### config.mk
export PLATFORM = sky130hd
export DESIGN_NAME = trig_stat_reg
export DESIGN_NICKNAME = d
export VERILOG_FILES = /design/src/rtl/tsr_pkg.sv /design/src/rtl/tsr_rst_sync.sv /design/src/rtl/tsr_sync.sv /design/src/rtl/tsr_sticky.sv /design/src/rtl/tsr_rdport.sv /design/src/rtl/trig_stat_reg.sv
export SDC_FILE = /design/constraint.sdc
export NUM_CORES = 1
export LEC_CHECK = 0
export ABC_AREA = 1
export CELL_PAD_IN_SITES_DETAIL_PLACEMENT = 1
export CELL_PAD_IN_SITES_GLOBAL_PLACEMENT = 1
export CORE_MARGIN = 2
export CORE_UTILIZATION = 29
export DETAILED_ROUTE_END_ITERATION = 10
export PLACE_DENSITY_LB_ADDON = 0.1
export SLEW_MARGIN = 5
export SYNTH_ARGS = -nofsm -noshare
export SYNTH_HDL_FRONTEND = slang
export SYNTH_SLANG_ARGS = --single-unit
### constraint.sdc
create_clock -name clk -period 2.1 [get_ports clk]
set_input_delay 0.315 -clock clk [delete_from_list [all_inputs] [get_ports clk]]
set_output_delay 0.315 -clock clk [all_outputs]
set_load 0.02 [all_outputs]
### src/rtl/tsr_pkg.sv
package tsr_pkg;

  typedef enum logic {
    MODE_LIVE  = 1'b0,
    MODE_LATCH = 1'b1
  } tsr_mode_e;

  localparam int unsigned TSR_SYNC_STAGES = 2;

endpackage

### src/rtl/tsr_rst_sync.sv
module tsr_rst_sync (
  input  logic clk,
  input  logic rst_n,
  output logic rst_q_n
);

  logic stage1_q;
  logic stage2_q;

  always_ff @(posedge clk or negedge rst_n) begin
    if (!rst_n) begin
      stage1_q <= 1'b0;
      stage2_q <= 1'b0;
    end else begin
      stage1_q <= 1'b1;
      stage2_q <= stage1_q;
    end
  end

  assign rst_q_n = stage2_q;

endmodule

### src/rtl/tsr_sync.sv
module tsr_sync #(
  parameter int unsigned W = 8
) (
  input  logic         clk,
  input  logic         rst_n,
  input  logic [W-1:0] d_i,
  output logic [W-1:0] q_o
);

  import tsr_pkg::*;

  logic [W-1:0] chain_q [TSR_SYNC_STAGES];

  for (genvar s = 0; s < TSR_SYNC_STAGES; s++) begin : g_stage
    logic [W-1:0] stage_d;
    if (s == 0) begin : g_first
      assign stage_d = d_i;
    end else begin : g_rest
      assign stage_d = chain_q[s-1];
    end

    always_ff @(posedge clk or negedge rst_n) begin
      if (!rst_n) begin
        chain_q[s] <= '0;
      end else begin
        chain_q[s] <= stage_d;
      end
    end
  end

  assign q_o = chain_q[TSR_SYNC_STAGES-1];

endmodule

### src/rtl/tsr_sticky.sv
module tsr_sticky #(
  parameter int unsigned W = 8
) (
  input  logic         clk,
  input  logic         rst_n,
  input  logic         latch_en,
  input  logic [W-1:0] set_i,
  input  logic [W-1:0] clr_i,
  output logic [W-1:0] q_o
);

  logic [W-1:0] bit_q;

  for (genvar i = 0; i < W; i++) begin : g_bit
    logic bit_d;
    logic bit_en;

    // set has priority over a clear in the same cycle
    always_comb begin
      if (latch_en) begin
        bit_d = set_i[i] | (bit_q[i] & ~clr_i[i]);
      end else begin
        bit_d = 1'b0;
      end
      bit_en = (bit_d != bit_q[i]);
    end

    always_ff @(posedge clk or negedge rst_n) begin
      if (!rst_n) begin
        bit_q[i] <= 1'b0;
      end else if (bit_en) begin
        bit_q[i] <= bit_d;
      end
    end
  end

  assign q_o = bit_q;

endmodule

### src/rtl/tsr_rdport.sv
module tsr_rdport #(
  parameter int unsigned DATA_W = 32,
  parameter int unsigned N_TRIG = 8
) (
  input  logic                 clk,
  input  logic                 rst_n,
  input  logic                 rd_en,
  input  logic                 hit,
  input  tsr_pkg::tsr_mode_e   mode,
  input  logic [N_TRIG-1:0]    live_i,
  input  logic [N_TRIG-1:0]    sticky_i,
  output logic [DATA_W-1:0]    rd_data_o
);

  import tsr_pkg::*;

  logic [N_TRIG-1:0] sel_val;
  logic [DATA_W-1:0] rd_d;
  logic [DATA_W-1:0] rd_q;
  logic              rd_load;

  always_comb begin
    sel_val = (mode == MODE_LATCH) ? sticky_i : live_i;
    rd_d    = '0;
    if (hit) begin
      rd_d[N_TRIG-1:0] = sel_val;
    end
    rd_load = rd_en;
  end

  always_ff @(posedge clk or negedge rst_n) begin
    if (!rst_n) begin
      rd_q <= '0;
    end else if (rd_load) begin
      rd_q <= rd_d;
    end
  end

  assign rd_data_o = rd_q;

endmodule

### src/rtl/trig_stat_reg.sv
module trig_stat_reg #(
  parameter int unsigned          N_TRIG    = 8,
  parameter int unsigned          DATA_W    = 32,
  parameter int unsigned          ADDR_W    = 8,
  parameter logic [ADDR_W-1:0]    STAT_ADDR = 'h08
) (
  input  logic              clk,
  input  logic              rst_n,
  input  logic [N_TRIG-1:0] trig_i,
  input  logic              latch_en,
  input  logic              ext_en,
  input  logic [ADDR_W-1:0] addr,
  input  logic              wr_en,
  input  logic [DATA_W-1:0] wr_data,
  input  logic              rd_en,
  output logic [DATA_W-1:0] rd_data
);

  import tsr_pkg::*;

  localparam int unsigned HI_W = DATA_W - N_TRIG;

  logic              rst_q_n;
  logic [N_TRIG-1:0] sync_trig;
  logic [N_TRIG-1:0] sticky_q;
  logic [N_TRIG-1:0] clr_vec;
  logic              addr_hit;
  logic              wr_accept;
  tsr_mode_e         mode;

  tsr_rst_sync u_rst (
    .clk     (clk),
    .rst_n   (rst_n),
    .rst_q_n (rst_q_n)
  );

  tsr_sync #(.W(N_TRIG)) u_sync (
    .clk   (clk),
    .rst_n (rst_q_n),
    .d_i   (trig_i),
    .q_o   (sync_trig)
  );

  always_comb begin
    addr_hit  = (addr == STAT_ADDR);
    wr_accept = wr_en & ext_en & addr_hit;
    clr_vec   = wr_accept ? wr_data[N_TRIG-1:0] : '0;
    mode      = latch_en ? MODE_LATCH : MODE_LIVE;
  end

  if (HI_W > 0) begin : g_hi
    logic unused_wr_hi;
    assign unused_wr_hi = ^wr_data[DATA_W-1:N_TRIG];
  end

  tsr_sticky #(.W(N_TRIG)) u_sticky (
    .clk      (clk),
    .rst_n    (rst_q_n),
    .latch_en (latch_en),
    .set_i    (sync_trig),
    .clr_i    (clr_vec),
    .q_o      (sticky_q)
  );

  tsr_rdport #(.DATA_W(DATA_W), .N_TRIG(N_TRIG)) u_rd (
    .clk       (clk),
    .rst_n     (rst_q_n),
    .rd_en     (rd_en),
    .hit       (addr_hit),
    .mode      (mode),
    .live_i    (sync_trig),
    .sticky_i  (sticky_q),
    .rd_data_o (rd_data)
  );

endmodule

# Word level (Yosys, flattened, before mapping)
# Cells that the tools add are included.
# word_totals
n_memories,0
word_cells,60
latchBits,0
regBits,34
output_inout_bits,32
mem_bits_ro,0
ram_bits,0
# op_classes
mux,12
add_sub_neg,0
shift,0
n_eq_ne,9
n_mul,0
magnitude_cmp,0
reduce_logical,0
div,0
bitwise_logic,26
# ops
operator,count
$mux 8,3
$and 1x1->1,10
$mux 1,9
$eq 8x4->1 const B,1
$ne 1x1->1,8
$not 1->1,8
$or 1x1->1,8

# Depth between registers and ports, before layout
# depth
depth_word,8
depth_mapped,8
depth_no_buf,7

# Modules after synthesis
# From an unflattened synthesis, not the netlist that was laid out.
# unflattened
cells_unflattened,187
area_unflattened_um2,1572.8
# modules_own_cells
module,cells_each,instances,area_per_inst_um2
tsr_rdport,94,1,639.4
tsr_sync,16,1,400.4
tsr_sticky,41,1,334.1
trig_stat_reg,33,1,145.1
tsr_rst_sync,3,1,53.8

# Worst setup path after synthesis
# OpenSTA, ideal clock, no wires.
# synth_path
path_type,input -> register
start,input addr[7]
end,"register u_sticky.bit_q[6], in the netlist u_sticky.q_o[6]"
t_required_ps,1977
path_stages,7
setup_time_ps,123
path_slack_ps,1049
arrival_time_ps,927
n_path_buf,1
cell_sequence,nor2_2 -> nand2_2 -> nor2_8 -> buf_8 -> nand3_1 -> nand2_1 -> a21oi_1
# synth_via
elab_chain_cells,8
# synth_rtl
item,line_no,rtl
start: declaration,trig_stat_reg.sv:12,"input logic [ADDR_W-1:0] addr,"
$eq 8x4->1 (*),trig_stat_reg.sv:45,addr_hit = (addr == STAT_ADDR);
$and 1x1->1 (*),trig_stat_reg.sv:46,wr_accept = wr_en & ext_en & addr_hit;
$mux 8 (*),trig_stat_reg.sv:47,clr_vec = wr_accept ? wr_data[N_TRIG-1:0] : '0;
$not 1->1 (*),tsr_sticky.sv:21,bit_d = set_i[i] | (bit_q[i] & ~clr_i[i]);
$and 1x1->1 (*),tsr_sticky.sv:21,
$or 1x1->1 (*),tsr_sticky.sv:21,
$mux 1 (*),tsr_sticky.sv:20,if (latch_en) begin
$ne 1x1->1,tsr_sticky.sv:25,bit_en = (bit_d != bit_q[i]);
end signal: indexed assignment,tsr_sticky.sv:32,bit_q[i] <= bit_d;
end: declaration,tsr_sticky.sv:12,logic [W-1:0] bit_q;
# Mark *: on every way between the ends. The rest lies on a longest branch, timed or not.
# A chain may end at the register's enable or synchronous reset.

# Worst setup path after layout
# layout_path
start,"register u_rd.rd_q[1], in the netlist u_rd.rd_data_o[1]"
end,output rd_data[1]
# layout_lines
item,line_no,rtl
start: declaration,tsr_rdport.sv:19,logic [DATA_W-1:0] rd_q;
start signal: assignment,tsr_rdport.sv:35,rd_q <= rd_d;
end: declaration,trig_stat_reg.sv:16,output logic [DATA_W-1:0] rd_data
# No word-level cell between the ends.

==> results.toml <==
[synthesis]
synth_compound_area_share_pct = 10.4
muxShareOfSynthArea_pct = 0
synthAdderAreaFrac_pct = 0
synth-simple-area-share_pct = 11.0
synth_top_family_by_area = "buffers and inverters"
netlist_area_um2 = 1450
synth_cells = 139
ys_seq_area_share_pct = 58.7
yosys_warnings = 0
ys_ff_latch = 34
synth_xor_area_share_pct = 0
yosys.area.top_type_share_pct = 58.7
yosysTopAreaCell = "dfrtp_1"
synth_area_leaders = "dfrtp_1 59%, buf_4 12%, inv_1 4.9%"
synth_cell_types = 16
synth.avg_cell_area_um2 = 10.4

[detailed_routing]
viasPerCell = 4.07
postRouteAntennaNets = 0
vias = 1000
wl_per_cell_um = 11.3
firstDrtPassIters = 4
drt_iter0_drc = 38
wl_mm = 2.77
drc = 0

[pwr]
intPower_mw = 0.971
combPwrFrac_pct = 11.2
p_leak_nw = 0.859
power.density_nw_per_um2 = 685
p_switching_mw = 0.306
clockPowerShare_pct = 34.1
switching_share_pct = 24.0
ir_drop_mv = 0.428
seq_power_share_pct = 54.6

[setup_path]
crit_arrival_ns = 1.24
slowest_stage = "clkdlybuf4s50_1"
endpoint_kind = "primary output"
critical_path_class = "reg2out"
r2r_slack_ns = 1.23
critPathRequiredTime_ns = 1.78
crit_start = "u_rd.rd_data_o[1]"
path_cells = "clkdlybuf4s50_1"
worstSetupStartpointType = "register"
r2r-start = "u_rst.rst_q_n"
path_delay_family = "buffers and inverters"
cp_max_fo = 2
cpPeakStageDelay_ns = 0.61
critPathBufInv = 1

[layout]
finalInstanceArea_um2 = 1860
diodes = 0
final_cell_mix = "37 x clkdlybuf4s50_1, 34 x dfrtp_1, 25 x conb_1, 19 x inv_1, 17 x nand2_1"
mostFrequentLayoutCell = "clkdlybuf4s50_1"
stdcell_count = 246
area_growth_pct = 28.6
drive_gt1_share_pct = 6.70
final_util_pct = 38.9
fillers = 564
fin_nets = 233

[run_status]
run_status = "finished, final reports clean"

[global_route]
grt_pass1_wl_mm = 4.48
grt_pass1_vias = 1022
top_usage_layer = "met2"
grt_max_degree = 25
grt.met3_usage_pct = 4.42
met1_usage_pct = 11.9
grt.overflow.total = 0
grt.total_usage_pct = 11.2
grtUsageMet2_pct = 19.0
antenna_found_initial = 0

[floorplanning]
start_util_pct = 30.3
dieArea_um2 = 5580
die_h_um = 74.7
placeableCoreArea_um2 = 4790
die_w_um = 74.7
num_rows = 25
ioPinCount = 86

[clocking]
cts_made_buffers = 5
numClockSinks = 34
insertion_delay_ns = 0.28
cts_tree = "built"
clockBufferDepth = 2
cts_resized = 0
post_cts_buffers = 0
htreeDepth = 2
ctsHoldBuffers = 0
clk_pin_slew_ns = 0.06
clockRootBuffer = "clkbuf_8"

[place]
dpl-instance-area_um2 = 1790
numPortBuffers = 37
placedCellCount = 239
gp_congestion = 0.696
post-dp-hpwl_mm = 2.03

[flow_run]
cap_viol_max_count = 0

[timing]
slew_viol_final = 0
rsz0062_at_grt = "no"
fin_crit_sh_pct = 73.9
fmax_mhz = 645
slew_headroom_pct = 54.9
fin_setup_tns_ns = 0
hold_viol = 0
period_minus_slack_ns = 1.55
finalSetupViolCount = 0
timing.hold.ws_ns = 0.196
skew_ns = 0.00394
tightest_slew_ns = 0.676

[hold_path]
worstHoldPathType = "in2async"
[stage by stage]
step	total power, mW	setup slack (ns)
after floorplan	0.817	1.05
after global placement	0.850	0.418
after detailed placement	0.855	0.378
after CTS	1.30	0.521
after global routing	1.35	0.479
final	1.28	0.549
[cell usage after synthesis, drive strengths merged]
cell,instances
a21oi,8
conb,2
o2111ai,8
buf,28
o21ai,8
nand2,19
nor2,5
inv,19
dfrtp,34
nand3,8
[state kept, by name, indices dropped and copies added, names as in the netlist]
name	flops
u_rd.rd_data_o	8
u_rst.rst_q_n	1
u_sync.q_o	8
u_rst.stage1_q	1
u_sync.g_stage.stage_d	8
u_sticky.q_o	8
[power groups by stage]
stage	Combinational, mW	Clock (mW)	Sequential, mW
finish	0.144	0.436	0.698
global route	0.159	0.492	0.701
CTS	0.145	0.459	0.698
detailed placement	0.144	0	0.711
global placement	0.142	0	0.709
floorplan	0.105	0	0.712
[cells by family after synthesis]
family,Yosys count
other,2
AO/OA/AOI/OAI,24
AND/OR/NAND/NOR,32
flip-flops,34
buffers and inverters,47
[cell type report]
class                      instances  area (um2)  area share [%]
sequential                        34         851            45.7
clock buffer                       7        76.3            4.10
multi-input combinational         81         403            21.6
tap                               67        83.8            4.50
inverter                          19        71.3            3.83
timing repair buffer              38         378            20.3
[layer usage]
metal / vias to the layer above / wire, um
met5: - / 0
met4: 0 / 59
met3: 4 / 286
met2: 55 / 1310
met1: 470 / 1120
li1: 471 / -
[worst paths after layout]
| kind | to | cells after the start |
|---|---|---|
| max in group asynchronous | u_sticky.q_o[6] | 1 |
| min reg2reg | u_sync.q_o[1] | 0 |
| max | rd_data[1] | 1 |
| max reg2reg | u_sticky.q_o[6] | 1 |
| min | u_rst.stage1_q | 1 |
| min in group clk | u_sync.q_o[1] | 0 |
Note: power is estimated with default switching activity, not from simulation.
